### config.mk
export PLATFORM = sky130hd
export DESIGN_NAME = pip_decim_writer
export DESIGN_NICKNAME = d
export VERILOG_FILES = /design/src/rtl/pip_dec_pkg.sv /design/src/rtl/pip_hcount.sv /design/src/rtl/pip_vfilter.sv /design/src/rtl/pip_linectl.sv /design/src/rtl/pip_decim_writer.sv
export SDC_FILE = /design/constraint.sdc
export NUM_CORES = 2
export LEC_CHECK = 0
export BUFFER_PORTS_ARGS = -buffer_cell sky130_fd_sc_hd__buf_2
export CAP_MARGIN = 5
export CORE_ASPECT_RATIO = 0.7
export CORE_MARGIN = 2
export CORE_UTILIZATION = 35
export CTS_BUF_LIST = sky130_fd_sc_hd__clkbuf_8
export DETAILED_ROUTE_END_ITERATION = 10
export PLACE_DENSITY_LB_ADDON = 0.25
export SLEW_MARGIN = 20
export SYNTH_ARGS = -nofsm -noshare
export SYNTH_HDL_FRONTEND = slang
export SYNTH_HIERARCHICAL = 1
export SYNTH_SLANG_ARGS = --single-unit
### constraint.sdc
create_clock -name clk -period 34 [get_ports clk]
set_clock_uncertainty 0.1 [all_clocks]
set_input_delay 1.7 -clock clk [delete_from_list [all_inputs] [get_ports clk]]
set_output_delay 1.7 -clock clk [all_outputs]
set_load 0.05 [all_outputs]
### src/rtl/pip_dec_pkg.sv
package pip_dec_pkg;
    localparam int PIX_W = 8;
    localparam int Q_W   = 6;
    localparam int SUM_W = PIX_W + 2;
    localparam int SHIFT = PIX_W - Q_W;
    localparam int PW1   = PIX_W + 1;
    localparam int SW1   = SUM_W + 1;

    typedef logic [PIX_W-1:0] pix_t;
    typedef logic [Q_W-1:0]   q_t;
    typedef logic [SUM_W-1:0] sum_t;

    typedef enum logic {
        SZ_NINTH     = 1'b0,
        SZ_SIXTEENTH = 1'b1
    } pip_size_e;

    typedef struct packed {
        q_t cr;
        q_t cb;
    } cpair_t;

    function automatic logic [2:0] decim_factor(pip_size_e s);
        return (s == SZ_SIXTEENTH) ? 3'd4 : 3'd3;
    endfunction

    // Round to Q_W bits with saturation at the top code.
    function automatic q_t quantise(pix_t v);
        logic [PIX_W:0] t;
        t = ({1'b0, v} + PW1'(1 << (SHIFT - 1))) >> SHIFT;
        if (t > PW1'((1 << Q_W) - 1)) return '1;
        return q_t'(t);
    endfunction

    // Rounded mean of f summed samples.
    function automatic pix_t vavg(sum_t s, logic [2:0] f);
        logic [SUM_W:0] t;
        t = ({1'b0, s} + SW1'(f >> 1)) / SW1'(f);
        return pix_t'(t);
    endfunction
endpackage

### src/rtl/pip_hcount.sv
module pip_hcount
    import pip_dec_pkg::*;
#(
    parameter int NCOL = 171,
    localparam int COL_W = $clog2(NCOL + 1)
) (
    input  logic             clk,
    input  logic             rst,
    input  logic             clr,
    input  logic             pix_valid,
    input  logic [2:0]       factor,
    output logic [COL_W-1:0] col,
    output logic             keep
);
    logic [1:0] ph;

    assign keep = pix_valid && !clr && (ph == 2'd0) && (col < COL_W'(NCOL));

    always_ff @(posedge clk) begin
        if (rst || clr) begin
            ph  <= 2'd0;
            col <= '0;
        end else if (pix_valid) begin
            ph <= ({1'b0, ph} == factor - 3'd1) ? 2'd0 : ph + 2'd1;
            if (keep) col <= col + 1'b1;
        end
    end

    assert_col_bound_R3: assert property (@(posedge clk) disable iff (rst)
        int'(col) <= NCOL);
    assert_idle_hold_R3: assert property (@(posedge clk) disable iff (rst)
        (!pix_valid && !clr) |=> $stable(col));
endmodule

### src/rtl/pip_vfilter.sv
module pip_vfilter
    import pip_dec_pkg::*;
#(
    parameter int NCOL = 171,
    localparam int COL_W = $clog2(NCOL + 1)
) (
    input  logic             clk,
    input  logic             rst,
    input  logic             acc_en,
    input  logic             first,
    input  logic [COL_W-1:0] col,
    input  pix_t             pix,
    input  logic [2:0]       factor,
    output q_t               yq
);
    sum_t acc [NCOL];
    sum_t prev;
    sum_t sum;

    always_comb begin
        prev = (int'(col) < NCOL) ? acc[col] : '0;
        sum  = first ? sum_t'(pix) : prev + sum_t'(pix);
        yq   = quantise(vavg(sum, factor));
    end

    always_ff @(posedge clk) begin
        if (acc_en) acc[col] <= sum;
    end

    assert_acc_index_R4: assert property (@(posedge clk) disable iff (rst)
        acc_en |-> int'(col) < NCOL);
endmodule

### src/rtl/pip_linectl.sv
module pip_linectl
    import pip_dec_pkg::*;
#(
    parameter int NCOL = 171,
    parameter int NL9  = 69,
    parameter int NL16 = 52,
    parameter int CDIV = 6,
    localparam int COL_W  = $clog2(NCOL + 1),
    localparam int LN_MAX = (NL9 > NL16) ? NL9 : NL16,
    localparam int LN_W   = $clog2(LN_MAX + 1),
    localparam int YA_W   = $clog2(NCOL * LN_MAX),
    localparam int CA_W   = $clog2((NCOL * LN_MAX + CDIV - 1) / CDIV)
) (
    input  logic             clk,
    input  logic             rst,
    input  logic             field_start,
    input  logic             line_start,
    input  pip_size_e        size,
    input  logic             keep,
    input  logic [COL_W-1:0] col,
    output logic             acc_en,
    output logic             group_first,
    output logic             emit,
    output logic             done_evt,
    output logic [YA_W-1:0]  y_addr,
    output logic             c_hit,
    output logic [CA_W-1:0]  c_addr
);
    logic            started;
    logic [1:0]      lph;
    logic [LN_W-1:0] oline;
    logic [LN_W-1:0] nl;
    logic [2:0]      factor;
    logic            line_ok;
    logic            group_last;

    assign factor     = decim_factor(size);
    assign nl         = (size == SZ_SIXTEENTH) ? LN_W'(NL16) : LN_W'(NL9);
    assign line_ok    = started && (oline < nl);
    assign group_first = (lph == 2'd0);
    assign group_last = ({1'b0, lph} == factor - 3'd1);
    assign acc_en     = keep && line_ok;
    assign emit       = acc_en && group_last;
    assign done_evt   = emit && (oline == nl - 1'b1) && (col == COL_W'(NCOL - 1));
    assign y_addr     = YA_W'(oline) * YA_W'(NCOL) + YA_W'(col);
    assign c_hit      = (y_addr % YA_W'(CDIV)) == '0;
    assign c_addr     = CA_W'(y_addr / YA_W'(CDIV));

    always_ff @(posedge clk) begin
        if (rst || field_start) begin
            started <= 1'b0;
            lph     <= 2'd0;
            oline   <= '0;
        end else if (line_start) begin
            if (!started) begin
                started <= 1'b1;
                lph     <= 2'd0;
            end else if (group_last) begin
                lph <= 2'd0;
                if (oline < nl) oline <= oline + 1'b1;
            end else begin
                lph <= lph + 2'd1;
            end
        end
    end

    assert_oline_bound_R7: assert property (@(posedge clk) disable iff (rst)
        oline <= nl);
    assert_phase_bound_R2: assert property (@(posedge clk) disable iff (rst)
        {1'b0, lph} < factor);
endmodule

### src/rtl/pip_decim_writer.sv
module pip_decim_writer
    import pip_dec_pkg::*;
#(
    parameter int NCOL = 171,
    parameter int NL9  = 69,
    parameter int NL16 = 52,
    parameter int CDIV = 6,
    localparam int COL_W  = $clog2(NCOL + 1),
    localparam int LN_MAX = (NL9 > NL16) ? NL9 : NL16,
    localparam int YA_W   = $clog2(NCOL * LN_MAX),
    localparam int CA_W   = $clog2((NCOL * LN_MAX + CDIV - 1) / CDIV)
) (
    input  logic             clk,
    input  logic             rst,
    input  logic             field_start,
    input  logic             line_start,
    input  logic             pix_valid,
    input  logic [PIX_W-1:0] pix_y,
    input  logic [PIX_W-1:0] pix_cb,
    input  logic [PIX_W-1:0] pix_cr,
    input  logic             size_sel,
    input  logic             freeze,
    output logic             y_we,
    output logic [YA_W-1:0]  y_addr,
    output logic [Q_W-1:0]   y_data,
    output logic             c_we,
    output logic [CA_W-1:0]  c_addr,
    output logic [2*Q_W-1:0] c_data,
    output logic             field_done
);
    pip_size_e        size_q;
    logic [2:0]       factor;
    logic [COL_W-1:0] col;
    logic             keep;
    logic             acc_en;
    logic             group_first;
    logic             emit;
    logic             done_evt;
    logic [YA_W-1:0]  ya_n;
    logic             c_hit;
    logic [CA_W-1:0]  ca_n;
    q_t               yq;
    cpair_t           cp_n;

    assign factor = decim_factor(size_q);
    assign cp_n   = '{cr: quantise(pix_cr), cb: quantise(pix_cb)};

    always_ff @(posedge clk) begin
        if (rst) size_q <= SZ_NINTH;
        else if (field_start) size_q <= pip_size_e'(size_sel);
    end

    pip_hcount #(.NCOL(NCOL)) u_hcount (
        .clk       (clk),
        .rst       (rst),
        .clr       (line_start || field_start),
        .pix_valid (pix_valid),
        .factor    (factor),
        .col       (col),
        .keep      (keep)
    );

    pip_linectl #(.NCOL(NCOL), .NL9(NL9), .NL16(NL16), .CDIV(CDIV)) u_linectl (
        .clk         (clk),
        .rst         (rst),
        .field_start (field_start),
        .line_start  (line_start),
        .size        (size_q),
        .keep        (keep),
        .col         (col),
        .acc_en      (acc_en),
        .group_first (group_first),
        .emit        (emit),
        .done_evt    (done_evt),
        .y_addr      (ya_n),
        .c_hit       (c_hit),
        .c_addr      (ca_n)
    );

    pip_vfilter #(.NCOL(NCOL)) u_vfilter (
        .clk    (clk),
        .rst    (rst),
        .acc_en (acc_en),
        .first  (group_first),
        .col    (col),
        .pix    (pix_y),
        .factor (factor),
        .yq     (yq)
    );

    always_ff @(posedge clk) begin
        if (rst) begin
            y_we       <= 1'b0;
            c_we       <= 1'b0;
            field_done <= 1'b0;
            y_addr     <= '0;
            y_data     <= '0;
            c_addr     <= '0;
            c_data     <= '0;
        end else begin
            y_we       <= emit && !freeze;
            c_we       <= emit && c_hit && !freeze;
            field_done <= done_evt;
            if (emit) begin
                y_addr <= ya_n;
                y_data <= yq;
            end
            if (emit && c_hit) begin
                c_addr <= ca_n;
                c_data <= cp_n;
            end
        end
    end

    assert_freeze_blocks_R8: assert property (@(posedge clk) disable iff (rst)
        $past(freeze) |-> (!y_we && !c_we));
    assert_chroma_pairing_R6: assert property (@(posedge clk) disable iff (rst)
        c_we |-> (y_we && int'(c_addr) * CDIV == int'(y_addr)));
    assert_addr_range_R5: assert property (@(posedge clk) disable iff (rst)
        y_we |-> int'(y_addr) < NCOL * LN_MAX);
    assert_done_pulse_R9: assert property (@(posedge clk) disable iff (rst)
        field_done |=> !field_done);
    assert_done_row_end_R9: assert property (@(posedge clk) disable iff (rst)
        (field_done && y_we) |-> int'(y_addr) % NCOL == NCOL - 1);
endmodule

==> run summary <==
Max Transition Viols Final = 0
run status = complete, no violations
Final Hold Vio Count = 0
number of synthesized register bits = 1777
row cnt = 142
largest net degree at the start of global routing = 176
Crit path required time = 34.63 ns
Total GRT Usage = 17.8%
grt ovf = 0
routed len/inst = 26.5 um
Post-Syn Instances = 4078
category of the most critical setup path = flip-flop to flip-flop
Iteration-0 DRC Markers = 4791
fin crit share = 74.9%
number of post-CTS setup repair buffers = 0
Clock Path Buffers = 4
Placed Area = 79500 um^2
cell area after layout = 84500 um^2
cell count along the critical path = 93
Finish-stage setup viols = 0
layout cells sized above 1 = 25.6%
drt pass-1 iters = 5
Antenna Nets Post-Route = 0
Initial Util = 35.2%
Rel. slew slack = 20.8%
Worst-path clk slew = 0.06 ns
hold slack = 0.351 ns
FMAX = 39.3 MHz
area grow syn2layout = 12.3%
Critical Path AT = 26.08 ns
Net Count, Synth = 4219
Setup TNS = 0 ns
DIE AREA = 219000 um^2
first-pass GRT wire length = 285 mm
maxcap violations = 0
Post-synth ARST share = 0%
Tightest Hold Check Type = flip-flop to flip-flop
Max FO, Critical Path = 94
Worst Path Buf+Inv = 8
DRT Wirelength = 197 mm
clk sinks = 1777
post-cts hold buffer count = 0
pwr/cell area = 51.4 nW/um^2
placed cells = 6941
Detailed Place HPWL = 121 mm
crit end category = flip-flop
DIE HEIGHT = 392 um
root buf cell = clkbuf_8
number of global-route vias before repair = 39700
# nets final = 4481
Worst Tran Pin Value = 1.19 ns
Post-synth EDFFs = 1710
Finished Layout Cells = 7427
post-CTS sizing = 0
GPL Wtd Cong = 0.856
worst vdd ir = 0.0318 mV
PortBufs = 74
CP top delay family = compound AO/OA/AOI/OAI gates
Max stage delay on crit path = 0.80 ns
Top FF cell, synth = edfxtp_1
total CTS buffers = 277
final core occ = 39.5%
DIE WIDTH = 558 um
R2R depth = 93
Via Count = 40500
sequential element share of the synthesized area = 70.0%
# DRC = 0
Hold Crit Depth = 2
RSZ-0062 raised after global routing = false
Slowest-stage cell, CP = dfxtp_4
H-tree Lvls = 5
Via density = 5.45
I/O Pins = 77
CTS tree = done
Yosys warnings = 6
Leak = 26.1 nW
initial antenna violation count = 7
Final Critical Period = 25.46 ns
Yosys cell types = 117
synthesized area = 75300 um^2
CP Launch Type = flip-flop
syn_area_per_cell = 18.5 um^2
most frequent CP cell = ha_1
Placeable Area = 214000 um^2
worst skew pair latency = 0.94 ns
## worst paths after layout
kind,from,endpoint,slack (ns)
max,u_hcount/col[0],y_data[3],8.54
min reg2reg,c_addr[1],c_addr[1],0.35
max reg2reg,u_hcount/col[0],y_data[3],8.54
min,c_addr[1],c_addr[1],0.35
## stage by stage
step                setup slack (ns)  power [mW]
finish                          8.54        4.35
global route                    6.50        4.51
CTS                             8.70        4.39
detailed placement              8.80        2.72
global placement                9.13        2.71
floorplan                      10.77        2.65
## placed cells by master (no fill, tap or decap), types with 14 or more instances in the layout
master	instances
edfxtp_1	1710
mux4_2	488
clkbuf_8	286
nor2_1	272
inv_1	167
nand2_1	156
buf_4	116
mux2i_1	114
ha_1	91
a21oi_1	84
clkinv_1	74
buf_2	74
o21ai_0	66
nand3_1	65
dfxtp_1	61
nor2_2	33
nor3_1	32
nor2b_1	29
o211ai_1	29
a22oi_1	24
and3_1	23
xnor2_1	22
nand4_1	21
o22ai_1	21
xor2_1	19
clkinv_2	19
fa_1	19
and2_1	18
o21a_1	18
mux2_2	18
a31oi_1	17
a21o_1	17
a211oi_1	16
or3_1	15
or2_2	14
o21ai_1	14
nand2b_1	14
## cell usage after synthesis (18+ instances only)
cell | number | area (um^2)
nand2_1 | 157 | 589
edfxtp_1 | 1710 | 51300
dfxtp_1 | 67 | 1340
and2_1 | 18 | 113
o21ai_0 | 67 | 335
fa_1 | 19 | 380
and3_1 | 23 | 144
o211ai_1 | 29 | 218
xnor2_1 | 22 | 193
nor3_1 | 32 | 160
nand4_1 | 21 | 131
o21a_1 | 18 | 135
inv_1 | 89 | 334
xor2_1 | 19 | 166
clkbuf_1 | 123 | 462
o22ai_1 | 21 | 131
mux2i_1 | 114 | 1140
buf_1 | 51 | 191
mux4_2 | 488 | 11000
nor2_1 | 305 | 1140
a21oi_1 | 84 | 420
nand3_1 | 69 | 345
nor2b_1 | 30 | 188
buf_2 | 19 | 95.1
mux2_2 | 20 | 225
ha_1 | 91 | 1140
a22oi_1 | 24 | 180
## power by group
part / switching, mW / total (mW) / internal [mW]
sequential: 0.000688 / 2.40 / 2.40
clock: 0.844 / 1.67 / 0.830
combinational: 0.177 / 0.274 / 0.0972
## flip-flops by register name (all words and copies together) (netlist names), 2 cells and up
register,flops
u_linectl/oline,7
u_hcount/ph,2
c_data,12
y_addr,14
y_data,6
u_linectl/lph,2
u_vfilter/acc,1710
c_addr,11
u_hcount/col,8
## metal layers
metal	vias up	track usage [%]	part of all wire [%]
met4	4	3.99	1.7
li1	17200	-	-
met2	1585	24.6	42
met5	-	0	0.013
met3	247	4.06	8.7
met1	21400	28.2	48
## layout make-up
cell class,count,area [um^2]
Antenna cell,5,12.5
Clock buffer,286,3940
Clock inverter,195,1020
Fill cell,19400,129000
Inverter,97,379
Multi-Input combinational cell,1986,21400
Sequential cell,1777,52700
Tap cell,2880,3600
Timing Repair Buffer,201,1440
## cells by family (layout without fill, tap and decap cells)
family,after synthesis,count (layout),share of synthesized area (%)
buffers and inverters,315,779,1.78
flip-flops,1777,1777,70.0
AO/OA/AOI/OAI,445,445,4.33
multiplexers,626,626,16.5
adder cells (fa/ha/maj),112,112,2.04
other,0,5,0
AND/OR/NAND/NOR,758,758,4.76
XOR/XNOR,45,45,0.587
## worst min-delay path, delay by kind of cell, from the launching register on
family             cells  cell delay, ns
AOI/OAI and AO/OA      1            0.05
DFF                    1            0.30
and+or+nand+nor        1            0.05
Power figures use the tool's default switching activity.
